===== config.mk =====
export PLATFORM = sky130hd
export DESIGN_NAME = sd_cmd_engine
export DESIGN_NICKNAME = d
export VERILOG_FILES = /design/src/rtl/sdc_pkg.sv /design/src/rtl/sdc_byte_shifter.sv /design/src/rtl/sdc_poll_ctr.sv /design/src/rtl/sd_cmd_engine.sv
export SDC_FILE = /design/constraint.sdc
export NUM_CORES = 1
export LEC_CHECK = 0
export ABC_CLOCK_PERIOD_IN_PS = 2200
export BUFFER_PORTS_ARGS = -buffer_cell sky130_fd_sc_hd__buf_2
export CAP_MARGIN = 20
export CORE_AREA = 8 8 121 123
export CTS_CLUSTER_SIZE = 30
export DETAILED_ROUTE_END_ITERATION = 10
export DIE_AREA = 0 0 129 131
export MAX_ROUTING_LAYER = met4
export PLACE_DENSITY = 0.58
export SLEW_MARGIN = 20
export SYNTH_ARGS = -nofsm -noshare
export SYNTH_HDL_FRONTEND = slang
export SYNTH_SLANG_ARGS = --single-unit

===== constraint.sdc =====
create_clock -name clk -period 2.2 [get_ports clk]
set_clock_uncertainty 0.15 [all_clocks]
set_input_delay 0.44 -clock clk [delete_from_list [all_inputs] [get_ports clk]]
set_output_delay 0.44 -clock clk [all_outputs]
set_load 0.005 [all_outputs]

===== src/rtl/sdc_pkg.sv =====
package sdc_pkg;
  typedef enum logic [2:0] {
    ST_IDLE,
    ST_FRAME,
    ST_POLL,
    ST_TAIL,
    ST_HOLD,
    ST_READ
  } sdc_state_e;

  localparam logic [7:0] FILL_BYTE  = 8'hFF;
  localparam logic [7:0] FIXED_CRC  = 8'h95;
  localparam logic [1:0] CMD_PREFIX = 2'b01;
  localparam int         FRAME_LAST = 5;
endpackage


===== src/rtl/sdc_byte_shifter.sv =====
module sdc_byte_shifter #(
  parameter int CLK_DIV = 4
) (
  input  logic       clk,
  input  logic       rst,
  input  logic       go,
  input  logic [7:0] tx,
  input  logic       miso,
  output logic       sck,
  output logic       mosi,
  output logic       busy,
  output logic       done,
  output logic [7:0] rx
);
  localparam int DW = (CLK_DIV > 1) ? $clog2(CLK_DIV) : 1;
  localparam logic [DW-1:0] DIV_END = DW'(CLK_DIV - 1);

  logic [7:0]    tx_sh;
  logic [7:0]    rx_sh;
  logic [2:0]    bit_q;
  logic [DW-1:0] div_q;
  logic          sck_q;
  logic          busy_q;
  logic          done_q;

  always_ff @(posedge clk) begin
    if (rst) begin
      tx_sh  <= 8'hFF;
      rx_sh  <= 8'h00;
      bit_q  <= '0;
      div_q  <= '0;
      sck_q  <= 1'b0;
      busy_q <= 1'b0;
      done_q <= 1'b0;
    end else begin
      done_q <= 1'b0;
      if (go && !busy_q) begin
        busy_q <= 1'b1;
        tx_sh  <= tx;
        bit_q  <= '0;
        div_q  <= '0;
        sck_q  <= 1'b0;
      end else if (busy_q) begin
        if (div_q == DIV_END) begin
          div_q <= '0;
          if (!sck_q) begin
            sck_q <= 1'b1;
            rx_sh <= {rx_sh[6:0], miso};
          end else begin
            sck_q <= 1'b0;
            if (bit_q == 3'd7) begin
              busy_q <= 1'b0;
              done_q <= 1'b1;
            end else begin
              bit_q <= bit_q + 3'd1;
              tx_sh <= {tx_sh[6:0], 1'b1};
            end
          end
        end else begin
          div_q <= div_q + DW'(1);
        end
      end
    end
  end

  assign sck  = sck_q;
  assign mosi = tx_sh[7];
  assign busy = busy_q;
  assign done = done_q;
  assign rx   = rx_sh;

  // data line moves only together with a falling clock edge
  a_r4_mosi_on_fall: assert property (@(posedge clk) disable iff (rst)
    ($past(busy_q) && busy_q && !$stable(tx_sh[7])) |-> $fell(sck_q));
  // serial clock stays low with no byte in flight
  a_r4_sck_quiet: assert property (@(posedge clk) disable iff (rst)
    (!busy_q && !go) |=> !sck_q);
endmodule


===== src/rtl/sdc_poll_ctr.sv =====
module sdc_poll_ctr #(
  parameter int POLL_LIMIT = 5000
) (
  input  logic clk,
  input  logic rst,
  input  logic clr,
  input  logic inc,
  output logic last
);
  localparam int CW = (POLL_LIMIT > 1) ? $clog2(POLL_LIMIT) : 1;
  localparam logic [CW-1:0] CNT_END = CW'(POLL_LIMIT - 1);

  logic [CW-1:0] cnt_q;

  always_ff @(posedge clk) begin
    if (rst || clr) cnt_q <= '0;
    else if (inc && cnt_q != CNT_END) cnt_q <= cnt_q + CW'(1);
  end

  assign last = (cnt_q == CNT_END);

  // poll count never runs past its limit
  a_r6_cnt_bound: assert property (@(posedge clk) disable iff (rst)
    32'(cnt_q) < POLL_LIMIT);
endmodule


===== src/rtl/sd_cmd_engine.sv =====
module sd_cmd_engine
  import sdc_pkg::*;
#(
  parameter int CLK_DIV    = 4,
  parameter int POLL_LIMIT = 5000
) (
  input  logic        clk,
  input  logic        rst,
  input  logic        start,
  input  logic [5:0]  cmd_idx,
  input  logic [31:0] cmd_arg,
  input  logic [7:0]  crc_byte,
  input  logic        crc_en,
  input  logic        keep_sel,
  input  logic        rd_req,
  input  logic        rel_req,
  input  logic        miso,
  output logic        cs_n,
  output logic        sck,
  output logic        mosi,
  output logic [7:0]  r1,
  output logic        timeout,
  output logic        done,
  output logic        busy,
  output logic        held,
  output logic [7:0]  rd_data,
  output logic        rd_valid
);
  sdc_state_e  st;
  logic [39:0] frame_q;
  logic [2:0]  nbyte_q;
  logic        go_q;
  logic [7:0]  tx_q;
  logic        keep_q;
  logic        rel_q;
  logic        cs_q;
  logic [7:0]  r1_q;
  logic        to_q;
  logic        done_q;
  logic [7:0]  rdd_q;
  logic        rdv_q;

  logic        sh_busy;
  logic        sh_done;
  logic [7:0]  sh_rx;
  logic        pc_clr;
  logic        pc_inc;
  logic        pc_last;

  sdc_byte_shifter #(.CLK_DIV(CLK_DIV)) u_shift (
    .clk  (clk),
    .rst  (rst),
    .go   (go_q),
    .tx   (tx_q),
    .miso (miso),
    .sck  (sck),
    .mosi (mosi),
    .busy (sh_busy),
    .done (sh_done),
    .rx   (sh_rx)
  );

  sdc_poll_ctr #(.POLL_LIMIT(POLL_LIMIT)) u_poll (
    .clk  (clk),
    .rst  (rst),
    .clr  (pc_clr),
    .inc  (pc_inc),
    .last (pc_last)
  );

  always_comb begin
    pc_clr = (st == ST_FRAME) && sh_done && (nbyte_q == 3'(FRAME_LAST));
    pc_inc = (st == ST_POLL) && sh_done && sh_rx[7] && !pc_last;
  end

  always_ff @(posedge clk) begin
    if (rst) begin
      st      <= ST_IDLE;
      frame_q <= '0;
      nbyte_q <= '0;
      go_q    <= 1'b0;
      tx_q    <= FILL_BYTE;
      keep_q  <= 1'b0;
      rel_q   <= 1'b0;
      cs_q    <= 1'b1;
      r1_q    <= FILL_BYTE;
      to_q    <= 1'b0;
      done_q  <= 1'b0;
      rdd_q   <= '0;
      rdv_q   <= 1'b0;
    end else begin
      go_q   <= 1'b0;
      done_q <= 1'b0;
      rdv_q  <= 1'b0;
      case (st)
        ST_IDLE: begin
          if (start) begin
            frame_q <= {cmd_arg, (crc_en ? crc_byte : FIXED_CRC)};
            tx_q    <= {CMD_PREFIX, cmd_idx};
            nbyte_q <= '0;
            keep_q  <= keep_sel;
            cs_q    <= 1'b0;
            go_q    <= 1'b1;
            st      <= ST_FRAME;
          end
        end
        ST_FRAME: begin
          if (sh_done) begin
            go_q <= 1'b1;
            if (nbyte_q == 3'(FRAME_LAST)) begin
              tx_q <= FILL_BYTE;
              st   <= ST_POLL;
            end else begin
              tx_q    <= frame_q[39:32];
              frame_q <= {frame_q[31:0], 8'h00};
              nbyte_q <= nbyte_q + 3'd1;
            end
          end
        end
        ST_POLL: begin
          if (sh_done) begin
            if (!sh_rx[7]) begin
              r1_q <= sh_rx;
              to_q <= 1'b0;
              if (keep_q) begin
                done_q <= 1'b1;
                st     <= ST_HOLD;
              end else begin
                cs_q  <= 1'b1;
                tx_q  <= FILL_BYTE;
                go_q  <= 1'b1;
                rel_q <= 1'b0;
                st    <= ST_TAIL;
              end
            end else if (pc_last) begin
              r1_q  <= FILL_BYTE;
              to_q  <= 1'b1;
              cs_q  <= 1'b1;
              tx_q  <= FILL_BYTE;
              go_q  <= 1'b1;
              rel_q <= 1'b0;
              st    <= ST_TAIL;
            end else begin
              tx_q <= FILL_BYTE;
              go_q <= 1'b1;
            end
          end
        end
        ST_TAIL: begin
          if (sh_done) begin
            if (!rel_q) done_q <= 1'b1;
            st <= ST_IDLE;
          end
        end
        ST_HOLD: begin
          if (rd_req) begin
            tx_q <= FILL_BYTE;
            go_q <= 1'b1;
            st   <= ST_READ;
          end else if (rel_req) begin
            cs_q  <= 1'b1;
            tx_q  <= FILL_BYTE;
            go_q  <= 1'b1;
            rel_q <= 1'b1;
            st    <= ST_TAIL;
          end
        end
        ST_READ: begin
          if (sh_done) begin
            rdd_q <= sh_rx;
            rdv_q <= 1'b1;
            st    <= ST_HOLD;
          end
        end
        default: st <= ST_IDLE;
      endcase
    end
  end

  assign cs_n     = cs_q;
  assign r1       = r1_q;
  assign timeout  = to_q;
  assign done     = done_q;
  assign busy     = (st != ST_IDLE);
  assign held     = (st == ST_HOLD) || (st == ST_READ);
  assign rd_data  = rdd_q;
  assign rd_valid = rdv_q;

  // card selected for the whole frame and poll phase
  a_r3_cs_low_in_frame: assert property (@(posedge clk) disable iff (rst)
    (st == ST_FRAME || st == ST_POLL) |-> !cs_q);
  // a reported reply has its top bit clear
  a_r5_reply_msb_clear: assert property (@(posedge clk) disable iff (rst)
    (done_q && !to_q) |-> !r1_q[7]);
  // a timeout reports all ones
  a_r6_timeout_all_ones: assert property (@(posedge clk) disable iff (rst)
    (done_q && to_q) |-> (r1_q == 8'hFF));
  // a timeout always ends deselected
  a_r9_timeout_released: assert property (@(posedge clk) disable iff (rst)
    (done_q && to_q) |-> cs_q);
  // a held card stays selected
  a_r8_hold_selected: assert property (@(posedge clk) disable iff (rst)
    held |-> !cs_q);
  // start during a hold changes nothing
  a_r10_hold_ignores_start: assert property (@(posedge clk) disable iff (rst)
    (st == ST_HOLD && start && !rd_req && !rel_req) |=> (st == ST_HOLD));
  // completion flag lasts one cycle
  a_r11_done_pulse: assert property (@(posedge clk) disable iff (rst)
    done_q |=> !done_q);
endmodule


Yosys cells after proc, flatten, opt, wreduce, memory -nomap -nowiden
Cells that the tools add are included.
{"block": "classes", "eq_ne": 24, "reduce_logical": 35, "bitwise": 6, "n_mux": 73, "addsub": 4}
{"op": "$mux 8", "n": 16}
{"op": "$mux 40", "n": 3}
{"op": "$pmux 40 s2", "n": 1}
{"op": "$mux 3", "n": 14}
{"op": "$pmux 8 s4", "n": 1}
{"op": "$mux 1", "n": 31}
{"op": "$pmux 3 s6", "n": 1}
{"op": "$reduce_and 4->1", "n": 4}
{"op": "$add 13x1->13 const B", "n": 1}
{"op": "$eq 13x13->1 const B", "n": 1}
{"op": "$ne 13x13->1 const B", "n": 1}
{"op": "$eq 3x3->1 const B", "n": 4}
{"op": "$ne 2x1->1 const B", "n": 6}
{"op": "$reduce_and 6->1", "n": 2}
{"op": "$ne 2x2->1 const B", "n": 5}
{"op": "$reduce_bool 2->1", "n": 5}
{"op": "$reduce_and 8->1", "n": 1}
{"op": "$logic_and 1x1->1", "n": 7}
{"op": "$reduce_and 7->1", "n": 1}
{"op": "$add 3x1->3 const B", "n": 2}
{"op": "$eq 3x2->1 const B", "n": 2}
{"op": "$ne 3x3->1 const B", "n": 2}
{"op": "$not 1->1", "n": 6}
{"op": "$pmux 3 s2", "n": 1}
{"op": "17 further kinds", "n": 24}
{"block": "totals", "wordCells": 163, "out_inout_bits": 24, "in_bits": 54, "ff_bits": 114}

Longest topological paths before layout
Gate-level depths: netlist (run 1).
{"block": "logic_depth", "ltp_word": 6, "depth_mapped": 9}

Hierarchy
A second synthesis (run 1) with hierarchy kept.
{"block": "hier_totals", "cells_unflattened": 610, "area_unflattened_um2": 5177.5}
{"mod": "sd_cmd_engine", "seq_area_each_um2": 1541.5, "instances": 1, "area_each_um2": 3469.6, "cells_per_inst": 427}
{"mod": "sdc_byte_shifter", "seq_area_each_um2": 480.5, "instances": 1, "area_each_um2": 994.7, "cells_per_inst": 100}
{"mod": "sdc_poll_ctr", "seq_area_each_um2": 260.2, "instances": 1, "area_each_um2": 713.2, "cells_per_inst": 83}

Worst setup path before layout (run 1)
OpenSTA, ideal clock, no wires.
{"block": "synth_timing", "kind": "register to register", "start": "register u_poll.cnt_q[3]", "end": "register st[2]", "n_path_buf": 0, "setup_ps": 91, "synth_period_minus_slack_ps": 2280, "stages_incl_launch_ff": 6, "t_arrival_ps": 2039, "path_slack_ps": -80, "cell_sequence": "dfxtp_1 or4b_4 or4_4 a211oi_4 a21oi_1 a311oi_1"}
{"block": "synth_via", "elab_chain_cells": 3}
{"element": "from (decl)", "line": "sdc_poll_ctr.sv:13", "text": "logic [CW-1:0] cnt_q;"}
{"element": "from (signal assigned)", "line": "sdc_poll_ctr.sv:17", "text": "else if (inc && cnt_q != CNT_END) cnt_q <= cnt_q + CW'(1);"}
{"element": "$eq 13x13->1", "line": "sdc_poll_ctr.sv:20", "text": "assign last = (cnt_q == CNT_END);"}
{"element": "$ne 3x3->1 (no source line)"}
{"element": "$reduce_and 8->1 (no source line)"}
{"element": "to (signal assigned)", "line": "sd_cmd_engine.sv:78", "text": "st <= ST_IDLE;"}
{"element": "to (signal assigned)", "line": "sd_cmd_engine.sv:104", "text": "st <= ST_FRAME;"}
{"element": "to (signal assigned)", "line": "sd_cmd_engine.sv:112", "text": "st <= ST_POLL;"}
{"element": "to (decl)", "line": "sd_cmd_engine.sv:29", "text": "sdc_state_e st;"}
Every way passes these cells.
A chain may end at the register's enable or synchronous reset.

Final worst setup path (run 1)
{"block": "layout_timing", "start": "register u_poll.cnt_q[6]", "end": "register st[2]"}
The elaborated chain is that of the path after synthesis.

==> results of run 1 <==
## layout make-up
type	instances	area, um2	share of cell area [%]
multi-input combinational	443	2520	39.5
clock buffer	22	474	7.43
tap	176	220	3.45
timing repair buffer	123	798	12.5
sequential	114	2290	35.8
clock inverter	7	60.1	0.941
inverter	6	22.5	0.353
## flip-flops by register name, indices dropped and copies added (netlist names)
name,cells
frame_q,40
u_poll.cnt_q,13
r1,8
rd_data,8
tx_q,8
u_shift.rx,8
u_shift.tx_sh,8
nbyte_q,3
st,3
u_shift.bit_q,3
u_shift.div_q,2
cs_n,1
done,1
go_q,1
keep_q,1
rd_valid,1
rel_q,1
timeout,1
u_shift.busy,1
u_shift.done,1
u_shift.sck,1
## through the flow
stage	instance area [um2]	utilization (%)	hold slack [ns]	std cells	setup slack [ns]
3_5_place_dp	5710	44.4	0.297	852	-0.0483
6_report	6380	49.6	0.121	891	-0.0699
4_1_cts	6260	48.6	0.103	882	-0.0596
5_1_grt	6380	49.6	0.119	891	-0.180
3_3_place_gp	5710	44.4	0.293	852	-0.000854
2_1_floorplan	5000	-	0.282	611	-0.00152
## worst reg2reg max path, stage by stage (launching register included)
cell and delay, ns:
dfxtp_2 0.31, or4b_4 0.53, or4_4 0.56, a211oi_4 0.33, a21oi_1 0.11, a311oi_1 0.19
## metal layers
metal,GRT usage (%),part of all wire (%),wire length (um)
met1,18.9,47,5960
met2,25.2,47,6030
met3,4.22,4.1,516
met4,6.98,1.7,218
met5,-,0,0
## power groups by stage
stage          Combinational (W)  Sequential (W)  Clock, W
2_1_floorplan            0.00173         0.00274         0
3_3_place_gp             0.00226         0.00284         0
3_5_place_dp             0.00231         0.00285         0
4_1_cts                  0.00234         0.00281   0.00253
5_1_grt                  0.00302         0.00287   0.00262
6_report                 0.00269         0.00282   0.00247
## cells in the final DEF (no fill, tap or decap), drive strengths merged, types with 4 or more instances in the layout
cell	synthesis	layout
xnor2	12	12
ha	6	6
nand2b	4	4
nor3	11	11
dfxtp	114	114
nor2b	7	7
nand2	128	128
a31oi	7	7
o22a	7	7
a22oi	4	4
nand4	4	4
clkbuf	38	24
inv	6	6
a21oi	40	40
buf	10	121
or4b	4	4
a311oi	33	33
nand3	8	8
mux2i	5	5
clkinv	0	6
nor2	75	75
nor3b	7	7
nor4	8	8
o22ai	6	6
o21ai	20	20
or2	9	9
## logic make-up after synthesis
kind of cell | share of synthesized area (%)
compound gates | 19.2
simple gates | 25.3
xor+xnor | 2.63
mux | 1.23
buf+inv | 4.44
fa+ha+maj | 1.50
flops | 45.7
## path summary, 6_finish.rpt
check	startpoint	endpoint	slack, ns	cells after the start
min	miso	u_shift.rx[0]	0.12	3
max reg2reg	u_poll.cnt_q[6]	st[2]	-0.07	5
min reg2reg	rd_data[2]	rd_data[2]	0.30	2
max	u_poll.cnt_q[6]	st[2]	-0.07	5
## repair_timing
item | 4_1_cts | 5_1_grt
buffers inserted | 1 | 7
hold endpoints to repair | 0 | 0
cloned | 0 | 2
pin swaps | 1 | 6
resized for setup | 2 | 7
setup endpoints to repair | 4 | 35
==> results.md, run 1 <==
- Most common cell in the synthesized netlist: nand2_1
- Pin count of the biggest net entering global routing: 46
- H-Tree Level Count: 4
- Failing checks: negative setup slack
- Total track usage: around 16%
- Sum of negative setup slack: -0.0943 ns
- Diode count: 0
- Req. time, crit path: 2.37 ns
- P_int: about 0.0054 W
- Worst min path class: in2reg
- Total Wirelength: 12700 um
- Number of enable flip-flop cells after synthesis: 0
- Boundary Pins: 78
- Setup WS post-layout: -0.0699 ns
- Net Sw Frac: between 30% and 40%
- Crit path kind: reg2reg
- Seq cells post-synth: between 100 and 150
- Psw: about 0.0026 W
- Initial antenna violation count: 0
- Pleak: 2.56 nW
- Synth Flop Type: dfxtp_1
- CTS Buf Count: 17
- Die height: about 130 um
- Async SR Flop Fraction: 0%
- Max Slew Vio Count: 0
- Final setup vio count: 3
- DR WL/cell: around 14 um
- IO buf count: between 70 and 80
- Clk Latency, worst-skew pair: between 0.4 and 0.5 ns
- Routability cong.: roughly 0.8
- Top cells by area, synth: dfxtp_1 46%, nand2_1 9.6%, a311oi_1 5.8%, nor2_1 5.6%, a21oi_1 4.0%
- Clk slew on worst S/H paths: around 0.050 ns
- Avg Inst Size Synth: 8.17 um2
- Residual DRC: 0
- CP delay by family, top: simple AND/OR/NAND/NOR gates
- CP arrival: between 2 and 2.5 ns
- Clock root buffer: clkbuf_16
- Post-synthesis sequential area ratio: between 40 and 50%
- CTS tree: yes
- Hold buffer count at cts: 0
- Vias/cell: ~5.1
- Min Clock Period, post-route: 2.27 ns
- DRT Pass-1 Iters: 5
- Slowest cell on crit path: or4_4
- Largest fanout on the critical path: 6
- Max-cap violations: 0
- Layout Nets: 765
- Worst Setup End Kind: flop
- Fmax: 441 MHz
- RSZ-0062 raised after global routing: true
- Sequential Power Share: a little over a third
- First-pass GRT wire length: 21000 um
- Synth Net Count: about 670
- CP Cell Sequence: or4b_4 -> or4_4 -> a211oi_4 -> a21oi_1 -> a311oi_1
- Via Count: about 4500
- Die width: about 130 um
- Rel. slew slack: 63.8%
- Synth top area share: a little under half
- Iteration-0 DRC Markers: ~370
- Full die area: roughly 17000 um2
- Cells after Synth: ~610
- GRT overflow: 0
- Num rows: 42
- CP Launch Type: flop
- Sink Count: between 100 and 150
- FILL cells: approximately 1300
- Clock power frac: 30.9%
- Number of global-route vias before repair: around 4500
- CP peak stage delay: between 0.5 and 0.6 ns
- Synth top cells by count: 128 x nand2_1, 114 x dfxtp_1, 75 x nor2_1, 40 x a21oi_1, 38 x clkbuf_1
- Status: finished, violations left
- Synth unique cells: 60
- Post-DP HPWL: about 8700 um
- Actual slew at the worst max-slew pin: 0.535 ns
- Final ANT Viol Nets: 0
- Core area: between 10000 and 15000 um2
- YS warnings: 0
- Post-synthesis cell type with the largest combined area: dfxtp_1
- PD cells: ~1300 nW/um2
- Layout cells sized above 1: around 25%
- Worst path bufs/invs: 0
- Total power: between 0.007 and 0.008 W
- Starting Density: 38.8%
- Max VDD drop: between 0.6 and 0.7 mV
- Synth-to-Final Area Change: 27.8%
- Combinational power share: between 30% and 40%
- Mapped Area: approximately 5000 um2
- CTS Buffer Depth: 2
- Final Hold Vio Count: 0
- Part of the cycle the worst path needs: 103%
Power figures use the tool's default switching activity.
==> run 2: changes to the inputs <==
--- a/config.mk
+++ b/config.mk
@@ -8,12 +8,13 @@
 export ABC_CLOCK_PERIOD_IN_PS = 2200
 export BUFFER_PORTS_ARGS = -buffer_cell sky130_fd_sc_hd__buf_2
 export CAP_MARGIN = 20
-export CORE_AREA = 8 8 121 123
+export CORE_AREA = 8 8 151 153
 export CTS_CLUSTER_SIZE = 30
 export DETAILED_ROUTE_END_ITERATION = 10
-export DIE_AREA = 0 0 129 131
+export DIE_AREA = 0 0 159 161
+export GPL_TIMING_DRIVEN = 0
 export MAX_ROUTING_LAYER = met4
-export PLACE_DENSITY = 0.58
+export PLACE_DENSITY = 0.39
 export SLEW_MARGIN = 20
 export SYNTH_ARGS = -nofsm -noshare
 export SYNTH_HDL_FRONTEND = slang
==> run 2 against run 1 <==
Against the previous run: the run still ends with negative setup slack left; die area increased by 51%; sequential share of layout area decreased by 1.1 points; sequential cell count unchanged; clock-buffer cell count decreased by 5; global-route usage decreased by 3.6 points; clock power increased by 15%; total power increased by 4.8%; combinational power about the same; critical path type unchanged.
==> results.md, run 2 (synthesis results as in run 1) <==
- Die width: 159 um
- RSZ-0062 raised after global routing: true
- Layout cells sized above 1: about a quarter
- Synth-to-Final Area Change: 32.3%
- HP Start: miso
- CP arrival: between 2 and 2.5 ns
- Post-DP HPWL: 11200 um
- Clk Latency, worst-skew pair: between 0.4 and 0.5 ns
- DRT Pass-1 Iters: 4
- Pin count of the biggest net entering global routing: 17
- GRT overflow: 0
- First-pass GRT wire length: 25000 um
- Req. time, crit path: between 2 and 2.5 ns
- Total power: between 0.008 and 0.009 W
- H-Tree Level Count: 4
- Largest fanout on the critical path: 4
- Part of the cycle the worst path needs: 106%
- R2r setup slk: -0.13 ns
- Residual DRC: 0
- Worst Setup End Kind: flop
- CTS tree: yes
- Vias/cell: about 4.7
- Area of the multi-input gates: 2590 um2
- Starting Density: 24.3%
- CTS Buf Count: 17
- Clock root buffer: clkbuf_16
- Final core occ: roughly a third
- FILL cells: 2268
- Hold Path End: u_shift.rx[0]
- Worst min path class: in2reg
- Clk slew on worst S/H paths: around 0.06 ns
- Total track usage: between 10% and 20%
- Core area: a little over 20000 um2
- Diode count: 0
- Pleak: 2.53 nW
- Die height: approximately 160 um
- Final ANT Viol Nets: 0
- Max Slew Vio Count: 0
- Fmax: about 430 MHz
- Initial antenna violation count: 0
- Via Count: approximately 4700
- Layout Nets: 778
- DR WL/cell: between 15 and 20 um
- Iteration-0 DRC Markers: 144
- Num rows: 53
- Status: finished, violations left
- Max VDD drop: ~0.57 mV
- Final setup vio count: 4
- IO buf count: 76
- Crit path kind: reg2reg
- Rel. slew slack: between 50% and 60%
- Actual slew at the worst max-slew pin: around 0.63 ns
- Commonest cells after routing, fill and taps aside: 128 x nand2_1, 105 x dfxtp_1, 79 x buf_2
- Biggest regs: frame_q: 40 flops, u_poll.cnt_q: 13 flops
- Total Wirelength: about 15000 um
- Placed cell count: ~960
- Routability cong.: just over 0.8
- Sum of negative setup slack: -0.389 ns
- Number of global-route vias before repair: roughly 4800
- PD cells: 1270 nW/um2
- Min-Delay Path Depth: 3
- CTS Buffer Depth: 2
- FF/Latch Area: 2300 um2
- CP Launch Type: flop
- Reg2Reg Depth: 5
- Setup WS post-layout: -0.129 ns
- Layout Cells excl Fill: approximately 1000
- Final Hold Vio Count: 0
- Failing checks: negative setup slack
- Max reg flops: 40
- Boundary Pins: 78
- Critical R2R Capture: st[2]
- Max-cap violations: 0
- Largest Register: frame_q
- Commonest non-fill, non-tap cell in the layout: nand2_1
- WHS: approximately 0.12 ns
- Worst r2r src: u_poll.cnt_q[10]
- Full die area: roughly 26000 um2
- Sink Count: about 110
- Min Clock Period, post-route: about 2.3 ns
==> run 2: cell types whose count changed in the layout (fill, tap and decap cells not counted), moves of 5 or more <==
cell      delta
clkbuf_1    +25
clkinv_4     +5
dfxtp_1      -5
buf_4       -24
buf_6        +8
==> run 2: routing by layer <==
layer,up-vias,global-route usage [%],part of all wire [%]
met5,-,-,0
met4,0,3.69,0.82
met3,11,2.80,3.2
met2,82,20.0,49
met1,2238,15.4,47
li1,2365,-,-
==> run 2: worst max-delay path by stage <==
stage | depth (start not counted) | endpoint | start
CTS | 5 | st[2] | u_poll.cnt_q[5]
global route | 6 | st[1] | u_poll.cnt_q[10]
finish | 5 | st[2] | u_poll.cnt_q[10]
floorplan | 5 | st[2] | u_poll.cnt_q[6]
global placement | 6 | tx_q[4] | st[2]
detailed placement | 9 | frame_q[38] | start
==> run 2: metrics by stage <==
step | setup WS, ns | instance area (um2)
3_5_place_dp | -0.383 | 5730
5_1_grt | -0.182 | 6610
6_report | -0.129 | 6610
2_1_floorplan | -0.00152 | 5000
3_3_place_gp | -0.729 | 5720
4_1_cts | -0.143 | 6510
==> run 2: power by group <==
group	switching, W	internal, W	total [W]
clock	0.00104	0.00179	0.00283
sequential	0.000293	0.00253	0.00282
combinational	0.00154	0.00117	0.00271
total	0.00288	0.00548	0.00836
==> run 2: cell type report <==
type / count / share of cell area [%]
Multi-Input combinational cell: 443 / 39.1
Sequential cell: 114 / 34.8
Timing Repair Buffer: 92 / 7.69
Clock buffer: 17 / 6.44
Tap cell: 275 / 5.21
Buffer: 44 / 3.64
Clock inverter: 15 / 2.78
Inverter: 6 / 0.341
==> run 2: what timing repair did <==
action	CTS	global route
resized for setup	32	30
endpoints found under the setup margin	78	70
cloned	1	0
pin swaps	8	10
hold buffers	0	0
buffers inserted	9	6
endpoints found under the hold margin	0	0
==> run 2: critical path, cell delays in order (launching register included) <==
cell	delay, ns
dfxtp_2	0.34
or4b_4	0.54
or4_4	0.57
a211oi_4	0.30
a21oi_1	0.11
a311oi_1	0.23
==> run 3: changes to the inputs <==
==> constraint.sdc (replaced) <==
create_clock -name clk -period 2.2 [get_ports clk]
set_clock_uncertainty 0.15 [all_clocks]
set_input_delay 0.22 -clock clk [delete_from_list [all_inputs] [get_ports clk]]
set_output_delay 0.22 -clock clk [all_outputs]
set_load 0.005 [all_outputs]
==> run 3 against run 2 <==
Against the previous run: the run still ends with negative setup slack left; routed wire length up 2.3%; final cell count up 4.7%; sequential share of layout area down 2.4 points.
==> results.md, run 3 (synthesis results as in run 1) <==
- Status: finished, violations left
- Failing checks: negative setup slack
- Rel. slew slack: between 50% and 60%
- Max-cap violations: 0
- Die height: 161 um
- Min-Delay Path Depth: 4
- Biggest regs: frame_q: 40 flops, u_poll.cnt_q: 13 flops
- Crit path kind: reg2reg
- Largest Register: frame_q
- Sequential Power Share: about a third
- Total power: about 0.0084 W
- Clk Latency, worst-skew pair: between 0.4 and 0.5 ns
- Sink Count: 114
- CP peak stage delay: between 0.5 and 0.6 ns
- HP Start: crc_en
- First-pass GRT wire length: 25700 um
- DRT Pass-1 Iters: 4
- P_int: between 0.005 and 0.006 W
- Total track usage: approximately 13%
- CP Launch Type: flop
- Die width: between 150 and 200 um
- H-Tree Level Count: 4
- Final setup vio count: 4
- Starting Density: between 20 and 25%
- R2r setup slk: -0.12 ns
- Vias/cell: 4.61
- Final Hold Vio Count: 0
- Commonest non-fill, non-tap cell in the layout: nand2_1
- Hold Path End: frame_q[2]
- Via Count: roughly 4900
- Critical R2R Capture: st[2]
- Min Clock Period, post-route: 2.32 ns
- Combinational power share: between 30% and 40%
- Reg2Reg Depth: 5
- Pleak: around 2.7 nW
- Placement Cell Area: 5730 um2
- Total Wirelength: roughly 16000 um
- Synth-to-Final Area Change: 42.2%
- Full die area: between 20000 and 30000 um2
- Diode count: 0
- Worst Setup End Kind: flop
- Core area: roughly 21000 um2
- Pin count of the biggest net entering global routing: 17
- Max VDD drop: roughly 0.57 mV
- Num rows: 53
- Max reg flops: 40
- Routability cong.: approximately 0.82
- Slowest cell on crit path: or4_4
- Commonest cells after routing, fill and taps aside: 128 x nand2_1, 105 x dfxtp_1, 81 x buf_2
- Psw: 0.00289 W
- Number of global-route vias before repair: between 4000 and 5000
- Clock root buffer: clkbuf_16
- RSZ-0062 raised after global routing: true
- Iteration-0 DRC Markers: roughly 150
- GRT overflow: 0
- Fmax: roughly 430 MHz
- CP Cell Sequence: or4b_4 -> or4_4 -> a211oi_4 -> a21oi_1 -> a311oi_1
- Clk slew on worst S/H paths: about 0.060 ns
- CP arrival: about 2.5 ns
- DR WL/cell: around 15 um
- Layout cells sized above 1: ~24%
- Residual DRC: 0
- CTS tree: yes
- Worst r2r src: u_poll.cnt_q[10]
- Part of the cycle the worst path needs: 105%
- Net Sw Frac: 34.3%
- Max Slew Vio Count: 0
- CTS Buf Count: 17
- PD cells: 1190 nW/um2
- Largest fanout on the critical path: 4
- Final ANT Viol Nets: 0
- Boundary Pins: between 70 and 80
- Fin area: between 7000 and 8000 um2
- Actual slew at the worst max-slew pin: approximately 0.62 ns
- Req. time, crit path: about 2.4 ns
- Setup WS post-layout: -0.119 ns
- Initial antenna violation count: 0
- CTS Buffer Depth: 2
- Clock power frac: between 30 and 40%
- IO buf count: between 70 and 80
- Worst min path class: in2reg
- Post-DP HPWL: between 10000 and 15000 um
- Layout Nets: ~830
==> run 3: metal layers <==
metal  GRT usage, %  vias up  part of all wire, %
met4           3.60        0                 0.99
met3           2.98       12                  3.2
met1           15.6     2297                   47
li1               -     2467                    -
met5              -        -                    0
met2           20.4       74                   49
==> run 3: worst max-delay path by stage <==
stage                      from           to  slack (ns)  depth (start not counted)
2_1_floorplan   u_poll.cnt_q[6]        st[2]      -0.002                          5
3_3_place_gp              st[2]      tx_q[4]       -0.73                          6
3_5_place_dp              st[0]  frame_q[38]       -0.38                          9
4_1_cts         u_poll.cnt_q[5]        st[2]       -0.14                          5
5_1_grt        u_poll.cnt_q[10]        st[1]       -0.18                          6
6_report       u_poll.cnt_q[10]        st[2]       -0.12                          5
==> run 3: through the flow <==
| step | hold WS [ns] | TNS [ns] | setup WS (ns) | instances | utilization [%] |
|---|---|---|---|---|---|
| 6_report | 0.0728 | -0.377 | -0.119 | 1053 | 34.5 |
| 5_1_grt | 0.0856 | -1.25 | -0.182 | 1053 | 34.5 |
| 4_1_cts | 0.0610 | -0.533 | -0.143 | 1049 | 33.9 |
| 3_5_place_dp | 0.297 | -16.92 | -0.381 | 962 | 27.9 |
| 3_3_place_gp | 0.293 | -31.14 | -0.729 | 962 | 27.8 |
| 2_1_floorplan | 0.206 | -0.00152 | -0.00152 | 611 | - |
==> run 3: power by group through the flow <==
stage | Combinational [W] | Clock (W) | Sequential (W)
after floorplan | 0.00173 | 0 | 0.00274
after global placement | 0.00232 | 0 | 0.00285
after detailed placement | 0.00234 | 0 | 0.00285
after CTS | 0.00265 | 0.00288 | 0.00282
after global routing | 0.00311 | 0.00300 | 0.00289
final | 0.00277 | 0.00282 | 0.00283
==> run 3: repair_timing <==
| item | in CTS | in global routing |
|---|---|---|
| cloned | 1 | 1 |
| hold buffers | 48 | 0 |
| endpoints found under the hold margin | 48 | 0 |
| endpoints found under the setup margin | 77 | 59 |
| pin swaps | 9 | 10 |
| setup buffers | 9 | 5 |
| resized for setup | 26 | 36 |
==> run 3: worst max-delay path, delay by kind of cell, from the launching register on <==
family             cells  cell delay [ns]
and+or+nand+nor        2             1.11
AOI/OAI and AO/OA      3             0.63
DFF                    1             0.34
==> run 3: final cells by class <==
cell class	instances	area [um2]
clock buffers	17	425
inverters	6	22.5
clock inverters	15	184
repair buffers	140	1000
flip-flops and latches	114	2300
multi-input cells	443	2610
fillers	2229	13500
plain buffers	43	223
well taps	275	344
